--- config.mk ---
export PLATFORM = sky130hd
export DESIGN_NAME = irq_latch_ctrl
export DESIGN_NICKNAME = d
export VERILOG_FILES = /design/src/rtl/irq_latch_pkg.sv /design/src/rtl/irq_edge_detect.sv /design/src/rtl/irq_bit_cell.sv /design/src/rtl/irq_group_or.sv /design/src/rtl/irq_bus_port.sv /design/src/rtl/irq_latch_ctrl.sv
export SDC_FILE = /design/constraint.sdc
export NUM_CORES = 1
export LEC_CHECK = 0
export ABC_CLOCK_PERIOD_IN_PS = 1200
export BUFFER_PORTS_ARGS = -buffer_cell sky130_fd_sc_hd__buf_2
export CAP_MARGIN = 5
export CORE_AREA = 2 2 67 69
export DETAILED_ROUTE_END_ITERATION = 12
export DIE_AREA = 0 0 69 71
export GPL_TIMING_DRIVEN = 0
export PLACE_DENSITY = 0.66
export SYNTH_ARGS = -nofsm -noshare
export SYNTH_HDL_FRONTEND = slang
export SYNTH_SLANG_ARGS = --single-unit
--- constraint.sdc ---
create_clock -name clk -period 1.2 [get_ports clk]
set_input_delay 0.06 -clock clk [delete_from_list [all_inputs] [get_ports clk]]
set_output_delay 0.06 -clock clk [all_outputs]
set_load 0.01 [all_outputs]
--- src/rtl/irq_latch_pkg.sv ---
package irq_latch_pkg;

    // Per-source state, encoded as {clear_pending, status}
    typedef enum logic [1:0] {
        BIT_IDLE  = 2'b00,
        BIT_HELD  = 2'b01,
        BIT_DRAIN = 2'b10,
        BIT_ARMED = 2'b11
    } bit_state_e;

    typedef enum logic {
        BUS_IDLE = 1'b0,
        BUS_ACK  = 1'b1
    } bus_state_e;

    localparam int unsigned ADDR_ENABLE = 0;
    localparam int unsigned ADDR_STATUS = 1;

endpackage

--- src/rtl/irq_edge_detect.sv ---
module irq_edge_detect #(
    parameter int unsigned WIDTH = 8
) (
    input  logic             clk,
    input  logic             rst,
    input  logic [WIDTH-1:0] live_i,
    output logic [WIDTH-1:0] rise_o
);

    logic [WIDTH-1:0] live_q;

    // Sampled during reset too, so a flag already high at release is no edge
    always_ff @(posedge clk) begin
        if (rst) begin
            live_q <= live_i;
        end else begin
            live_q <= live_i;
        end
    end

    always_comb begin
        rise_o = live_i & ~live_q;
    end

endmodule

--- src/rtl/irq_bit_cell.sv ---
module irq_bit_cell
    import irq_latch_pkg::*;
(
    input  logic clk,
    input  logic rst,
    input  logic set_ev_i,
    input  logic clr_wr_i,
    output logic stat_o,
    output logic clr_o
);

    bit_state_e state_q;
    bit_state_e state_d;

    always_ff @(posedge clk) begin
        if (rst) begin
            state_q <= BIT_IDLE;
        end else begin
            state_q <= state_d;
        end
    end

    always_comb begin
        state_d = state_q;
        if (set_ev_i) begin
            state_d = BIT_HELD;              // set wins, pending clear dropped
        end else begin
            unique case (state_q)
                BIT_IDLE:  state_d = clr_wr_i ? BIT_DRAIN : BIT_IDLE;
                BIT_HELD:  state_d = clr_wr_i ? BIT_ARMED : BIT_HELD;
                BIT_ARMED: state_d = BIT_DRAIN;
                BIT_DRAIN: state_d = clr_wr_i ? BIT_DRAIN : BIT_IDLE;
                default:   state_d = BIT_IDLE;
            endcase
        end
    end

    always_comb begin
        stat_o = 1'b0;
        clr_o  = 1'b0;
        unique case (state_q)
            BIT_IDLE:  begin stat_o = 1'b0; clr_o = 1'b0; end
            BIT_HELD:  begin stat_o = 1'b1; clr_o = 1'b0; end
            BIT_ARMED: begin stat_o = 1'b1; clr_o = 1'b1; end
            BIT_DRAIN: begin stat_o = 1'b0; clr_o = 1'b1; end
            default:   begin stat_o = 1'b0; clr_o = 1'b0; end
        endcase
    end

endmodule

--- src/rtl/irq_group_or.sv ---
module irq_group_or #(
    parameter int unsigned N_SRC   = 8,
    parameter int unsigned GROUP_W = 4,
    localparam int unsigned N_LINES = N_SRC / GROUP_W
) (
    input  logic [N_SRC-1:0]   stat_i,
    output logic [N_LINES-1:0] irq_o
);

    for (genvar g = 0; g < N_LINES; g++) begin : g_line
        assign irq_o[g] = |stat_i[g*GROUP_W +: GROUP_W];
    end

endmodule

--- src/rtl/irq_bus_port.sv ---
module irq_bus_port
    import irq_latch_pkg::*;
#(
    parameter int unsigned ADDR_W = 2,
    parameter int unsigned DATA_W = 8
) (
    input  logic              clk,
    input  logic              rst,
    input  logic              req_i,
    input  logic              we_i,
    input  logic [ADDR_W-1:0] addr_i,
    input  logic [DATA_W-1:0] wdata_i,
    input  logic [DATA_W-1:0] stat_i,
    output logic [DATA_W-1:0] en_o,
    output logic [DATA_W-1:0] clr_wr_o,
    output logic [DATA_W-1:0] rdata_o,
    output logic              ack_o
);

    localparam logic [ADDR_W-1:0] A_EN  = ADDR_W'(ADDR_ENABLE);
    localparam logic [ADDR_W-1:0] A_STS = ADDR_W'(ADDR_STATUS);

    bus_state_e        state_q;
    bus_state_e        state_d;
    logic              accept;
    logic [DATA_W-1:0] en_q;
    logic [DATA_W-1:0] rdata_q;
    logic [DATA_W-1:0] rd_mux;

    always_comb begin
        accept  = (state_q == BUS_IDLE) && req_i;
        state_d = state_q;
        unique case (state_q)
            BUS_IDLE: state_d = accept ? BUS_ACK : BUS_IDLE;
            BUS_ACK:  state_d = BUS_IDLE;
            default:  state_d = BUS_IDLE;
        endcase
    end

    always_ff @(posedge clk) begin
        if (rst) begin
            state_q <= BUS_IDLE;
        end else begin
            state_q <= state_d;
        end
    end

    always_comb begin
        if (addr_i == A_EN) begin
            rd_mux = en_q;
        end else if (addr_i == A_STS) begin
            rd_mux = stat_i;
        end else begin
            rd_mux = '0;
        end
    end

    always_ff @(posedge clk) begin
        if (rst) begin
            en_q    <= '0;
            rdata_q <= '0;
        end else if (accept) begin
            if (we_i && (addr_i == A_EN)) begin
                en_q <= wdata_i;
            end
            rdata_q <= we_i ? '0 : rd_mux;
        end
    end

    always_comb begin
        clr_wr_o = (accept && we_i && (addr_i == A_STS)) ? wdata_i : '0;
        en_o     = en_q;
        rdata_o  = rdata_q;
        ack_o    = (state_q == BUS_ACK);
    end

endmodule

--- src/rtl/irq_latch_ctrl.sv ---
module irq_latch_ctrl #(
    parameter int unsigned N_SRC   = 8,
    parameter int unsigned GROUP_W = 4,
    parameter int unsigned ADDR_W  = 2,
    localparam int unsigned N_LINES = N_SRC / GROUP_W
) (
    input  logic               clk,
    input  logic               rst,
    input  logic [N_SRC-1:0]   live_i,
    input  logic               req_i,
    input  logic               we_i,
    input  logic [ADDR_W-1:0]  addr_i,
    input  logic [N_SRC-1:0]   wdata_i,
    output logic [N_SRC-1:0]   rdata_o,
    output logic               ack_o,
    output logic [N_LINES-1:0] irq_o
);

    logic [N_SRC-1:0] rise;
    logic [N_SRC-1:0] en_q;
    logic [N_SRC-1:0] clr_wr;
    logic [N_SRC-1:0] stat_q;
    logic [N_SRC-1:0] clr_q;
    logic [N_SRC-1:0] set_ev;

    irq_edge_detect #(.WIDTH(N_SRC)) edge_i (
        .clk    (clk),
        .rst    (rst),
        .live_i (live_i),
        .rise_o (rise)
    );

    irq_bus_port #(.ADDR_W(ADDR_W), .DATA_W(N_SRC)) bus_i (
        .clk      (clk),
        .rst      (rst),
        .req_i    (req_i),
        .we_i     (we_i),
        .addr_i   (addr_i),
        .wdata_i  (wdata_i),
        .stat_i   (stat_q),
        .en_o     (en_q),
        .clr_wr_o (clr_wr),
        .rdata_o  (rdata_o),
        .ack_o    (ack_o)
    );

    assign set_ev = rise & en_q;

    for (genvar n = 0; n < N_SRC; n++) begin : g_src
        irq_bit_cell cell_i (
            .clk      (clk),
            .rst      (rst),
            .set_ev_i (set_ev[n]),
            .clr_wr_i (clr_wr[n]),
            .stat_o   (stat_q[n]),
            .clr_o    (clr_q[n])
        );
    end

    irq_group_or #(.N_SRC(N_SRC), .GROUP_W(GROUP_W)) or_i (
        .stat_i (stat_q),
        .irq_o  (irq_o)
    );

endmodule

Yosys cells after proc, flatten, opt, wreduce, memory -nomap -nowiden
Index checks and enable logic that the tools add are counted.
- eq/ne operators: 25
- reductions and logical operators: 40
- muxes and demuxes: 46
- bitwise operators: 4
- operators with widths (cell ; count):
    case mux 2 bit (3 select lines) ; 8
    OR reduction 2 bit ; 24
    == test 2 bit, second input constant ; 16
    2-to-1 mux 2 bit ; 16
    2-to-1 mux 8 bit ; 4
    == test 2 x 1 -> 1 bit, second input constant ; 9
    logical NOT 2 bit ; 9
    case mux 1 bit (2 select lines) ; 9
    AND 8 bit ; 2
    2-to-1 mux 1 bit ; 9
    inverter 8 bit ; 1
    OR reduction 4 bit ; 2
    logical AND 1 bit ; 4
    AND reduction 2 bit ; 1
    inverter 1 bit ; 1
- input port bits: 22
- output and inout port bits: 11
- flip-flop bits (word level): 41
- logic and storage cells: 135

Depth between registers and ports, before layout
- depth after elaboration: 8
- mapped depth: 5

By module
From an unflattened synthesis, not the netlist that was laid out.
- cell total of the unflattened synthesis: 182
- area, all modules: 1794.2 µm²
- modules (own cells, without submodules) (module ; times used ; area an instance (µm²) ; cells an instance):
    irq_bus_port ; 1 ; 848.3 ; 84
    irq_bit_cell ; 8 ; 76.3 ; 9
    irq_edge_detect ; 1 ; 270.3 ; 16
    irq_latch_ctrl ; 1 ; 50.0 ; 8
    irq_group_or ; 1 ; 15.0 ; 2

Least setup slack after synthesis
Ideal clock, no wire load.
- path kind: flip-flop to flip-flop
- from: reg bus_i.state_q, in the netlist bus_i.ack_o
- to: reg bus_i.en_q[0], in the netlist bus_i.en_o[0]
- slack: -0.036 ns
- buffers on the path: 2
- required time: 1.081 ns
- setup time: 0.119 ns
- stages on the path, launching flop included: 6
- data arrival time: 1.117 ns
- path through: dfxtp_1 > and4bb_1 > buf_6 > and2b_1 > buf_6 > mux2i_1
- longest elaborated chain between the ends: 3
- RTL lines (item ; line ; text):
    from (decl) ; irq_bus_port.sv:23 ; bus_state_e state_q;
    from (signal assigned) ; irq_bus_port.sv:44 ; state_q <= state_d;
    inverter 1 bit ; irq_bus_port.sv:31 ; accept = (state_q == BUS_IDLE) && req_i;
    logical AND 1 bit ; irq_bus_port.sv:31 ;
    AND reduction 2 bit (no line) ; -- ;
    to (signal assigned) ; irq_bus_port.sv:64 ; en_q <= wdata_i;
    to (decl) ; irq_bus_port.sv:26 ; logic [DATA_W-1:0] en_q;
Every way passes these cells.
A chain may end at the register's enable or synchronous reset.

Worst setup path after layout
- from: reg g_src[6].cell_i.state_q[0]
- to: out irq_o[1]
- longest elaborated chain between the ends: 4
- RTL lines (item ; line ; text):
    from (decl) ; irq_bit_cell.sv:12 ; bit_state_e state_q;
    from (signal assigned) ; irq_bit_cell.sv:19 ; state_q <= state_d;
    == test 2 bit (tied with other cells) ; -- ;
    OR reduction 2 bit (no line) ; -- ;
    case mux 1 bit (2 select lines) (*) ; irq_bit_cell.sv:41 ; unique case (state_q)
    OR reduction 4 bit (*) ; irq_group_or.sv:11 ; assign irq_o[g] = |stat_i[g*GROUP_W +: GROUP_W];
    to (decl) ; irq_latch_ctrl.sv:16 ; output logic [N_LINES-1:0] irq_o
Every way passes the cells marked *; elsewhere a longest branch is shown, timed or not.

==> impl_metrics.env <==
export IMPL_status="complete, but fails checks"
export IMPL_violations="setup timing"
export IMPL_p_per_area_nw_per_um2=1250
export IMPL_regArea_um2=830
export IMPL_groute_usage_overall_pct=15.4
export IMPL_die_y_um=71
export IMPL_cts_made_buffers=5
export IMPL_period_needed_ns=1.35
export IMPL_grt_overflow_total=0
export IMPL_grt_pass1_wl_um=5710
export IMPL_ir_worst_vdd_uv=641
export IMPL_dpl_hpwl_um=2290
export IMPL_yosysUniqueCellTypes=19
export IMPL_grt_pass1_vias=1225
export IMPL_antenna_found_initial=0
export IMPL_cp_arrival_ns=1.29
export IMPL_antenna_cells=0
export IMPL_core_area_um2=4200
export IMPL_seq_area_frac_synth_pct=50.9
export IMPL_avgViaCountPerCell=4.82
export IMPL_maxCapViolCount=0
export IMPL_cp_cell_sequence="or4_1 -> buf_2"
export IMPL_final_area_um2=2070
export IMPL_finalCritPeriodShare_pct=113
export IMPL_port_buffers=31
export IMPL_die_area_um2=4900
export IMPL_clk_pin_slew_worst_paths_ns=0.08
export IMPL_multi_input_area_um2=744
export IMPL_drive_above_1_share_pct=31.0
export IMPL_fmax_ghz=0.740
export IMPL_crit_path_start_kind="flip-flop"
export IMPL_n_fill_cell=404
export IMPL_crit_required_ns=1.14
export IMPL_p_total_mw=2.59
export IMPL_timing_hold_ws_ns=0.0414
export IMPL_grt_use_met3_pct=3.13
export IMPL_wirelength_um=3530
export IMPL_syn2layout_area_growth_pct=28.5
export IMPL_ios=33
export IMPL_reg2reg_setup_slack_ns=-0.03
export IMPL_holdCritStartpoint="wdata_i[5]"
export IMPL_clock_path_buffers=2
export IMPL_fp_row_count=24
export IMPL_final_util_pct=49.3
export IMPL_path_class="flip-flop to output port"
export IMPL_end_kind="output port"
export IMPL_fin_nets=224
export IMPL_detail_route_antenna_nets=0
export IMPL_final_common_cell="dfxtp_1"
export IMPL_synthesis_nets=173
export IMPL_crit_path_top_delay_cell="or4_1"
export IMPL_leakagePower_nw=0.848
export IMPL_grt_setup_unrepaired="yes"
export IMPL_layout_common_cells="dfxtp_1 (36), buf_2 (32), or2b_1 (16)"
export IMPL_grt_max_degree=13
export IMPL_place_area_um2=1840
export IMPL_fin_cells=255
export IMPL_cts_root_buf="clkbuf_8"
export IMPL_place_gp_congestion=0.791
export IMPL_use_met2_pct=26.2
export IMPL_synth_cells=151
export IMPL_drtIter0Drc=36
export IMPL_slew_violations=0
export IMPL_rr_worst_depth=4
export IMPL_ys_seq_elements=41
export IMPL_min_path_type="input pin to flip-flop"
export IMPL_yosys_warnings=0
export IMPL_min_delay_path_depth=3
export IMPL_start_util_pct=38.4
export IMPL_wire_per_inst_um=13.8
export IMPL_max_stage_delay_ns=0.52
export IMPL_num_vias=1229
export IMPL_worst_pin_slew_ns=0.577
export IMPL_reg2reg_to="bus_i.en_o[6]"
export IMPL_fin_skew_ns=0.00494
export IMPL_drc_errors=0
export IMPL_setup_ws_ns=-0.151
export IMPL_place_inst=234
export IMPL_slew_headroom_pct=61.5
export IMPL_finalSetupViolations=10
export IMPL_rr_startpoint="bus_i.ack_o"
export IMPL_h_tree_depth=2
export IMPL_cts_tree="built"
export IMPL_finalHoldViolCount=0
export IMPL_synthesis_area_um2=1610
export IMPL_postSynthAreaPerCell_um2=10.7
export IMPL_die_x_um=69
export IMPL_first_pass_iters=4
export IMPL_crit_path_max_fanout=2
export IMPL_clock_sinks=41
export IMPL_grt_util_met1_pct=17.6
export IMPL_busiest_layer="met2"
export IMPL_clk_latency_ns=0.30
## per-layer routing
layer | routed length, um | vias up
li1 | - | 633
met1 | 1580 | 562
met2 | 1740 | 26
met3 | 119 | 8
met4 | 96 | 0
met5 | 0 | -
## layout make-up
class	count	area share, %
buffer	7	2.05
tap	52	3.14
clock buffer	7	4.64
clock inverter	1	0.241
multi-input combinational	101	35.9
timing repair buffer	46	14.1
sequential	41	40.0
## critical path: cells and delay by family, from the launching register on
family,cells,cell delay [ns]
buffers and inverters,1,0.16
flip-flops,1,0.32
AND/OR/NAND/NOR,1,0.52
## cells in the mapped netlist (all sizes together)
| master | number | area, um2 |
|---|---|---|
| and2b | 1 | 7.51 |
| a22oi | 8 | 60.1 |
| or2b | 16 | 120 |
| clkbuf | 4 | 15.0 |
| a21oi | 8 | 40.0 |
| buf | 5 | 42.5 |
| nor4b | 1 | 15.0 |
| nor3b | 2 | 15.0 |
| nor2 | 15 | 56.3 |
| and4bb | 1 | 12.5 |
| dfxtp | 41 | 821 |
| mux2 | 8 | 90.1 |
| mux2i | 8 | 80.1 |
| nand2b | 15 | 93.8 |
| or4 | 2 | 15.0 |
| a32oi | 8 | 70.1 |
| nand3b | 8 | 60.1 |
## stage by stage
stage / worst slack [ns] / setup TNS, ns
finish: -0.151 / -0.489
detailed placement: -0.182 / -2.29
CTS: -0.157 / -0.858
floorplan: 0.00205 / 0
global placement: -0.164 / -2.15
global route: -0.186 / -1.26
## report_power, final
| part | internal, mW | leakage (nW) | switching [mW] |
|---|---|---|---|
| Clock | 0.520 | 0.0542 | 0.478 |
| Sequential | 1.38 | 0.337 | 0.0109 |
| Combinational | 0.103 | 0.457 | 0.0932 |
| Total | 2.01 | 0.848 | 0.582 |
## how the worst max path moves through the flow
stage	start	to	slack (ns)	cells after the start
finish	g_src[6].cell_i.state_q[0]	irq_o[1]	-0.15	2
global route	g_src[6].cell_i.state_q[0]	irq_o[1]	-0.19	2
CTS	g_src[6].cell_i.state_q[0]	irq_o[1]	-0.16	2
detailed placement	bus_i.ack_o	bus_i.rdata_o[6]	-0.18	3
global placement	bus_i.ack_o	bus_i.rdata_o[4]	-0.16	3
floorplan	bus_i.ack_o	bus_i.en_o[0]	0.002	5
## cell families (layout without fill, tap and decap cells)
kind of cell    count (synthesis)  in the layout  share of synthesized area, %
compound gates                 24             24                          10.5
buf+inv                         9             61                          3.56
flops                          41             41                          50.9
mux                            16             16                          10.5
simple gates                   61             61                          24.5
## what timing repair did
item | 4_1_cts | 5_1_grt
hold endpoints to repair | 8 | 0
gates resized for setup | 6 | 1
hold buffers | 8 | 0
pin swaps | 3 | 2
setup buffers | 5 | 2
setup endpoints to repair | 18 | 26
(Power assumes the default switching activity.)
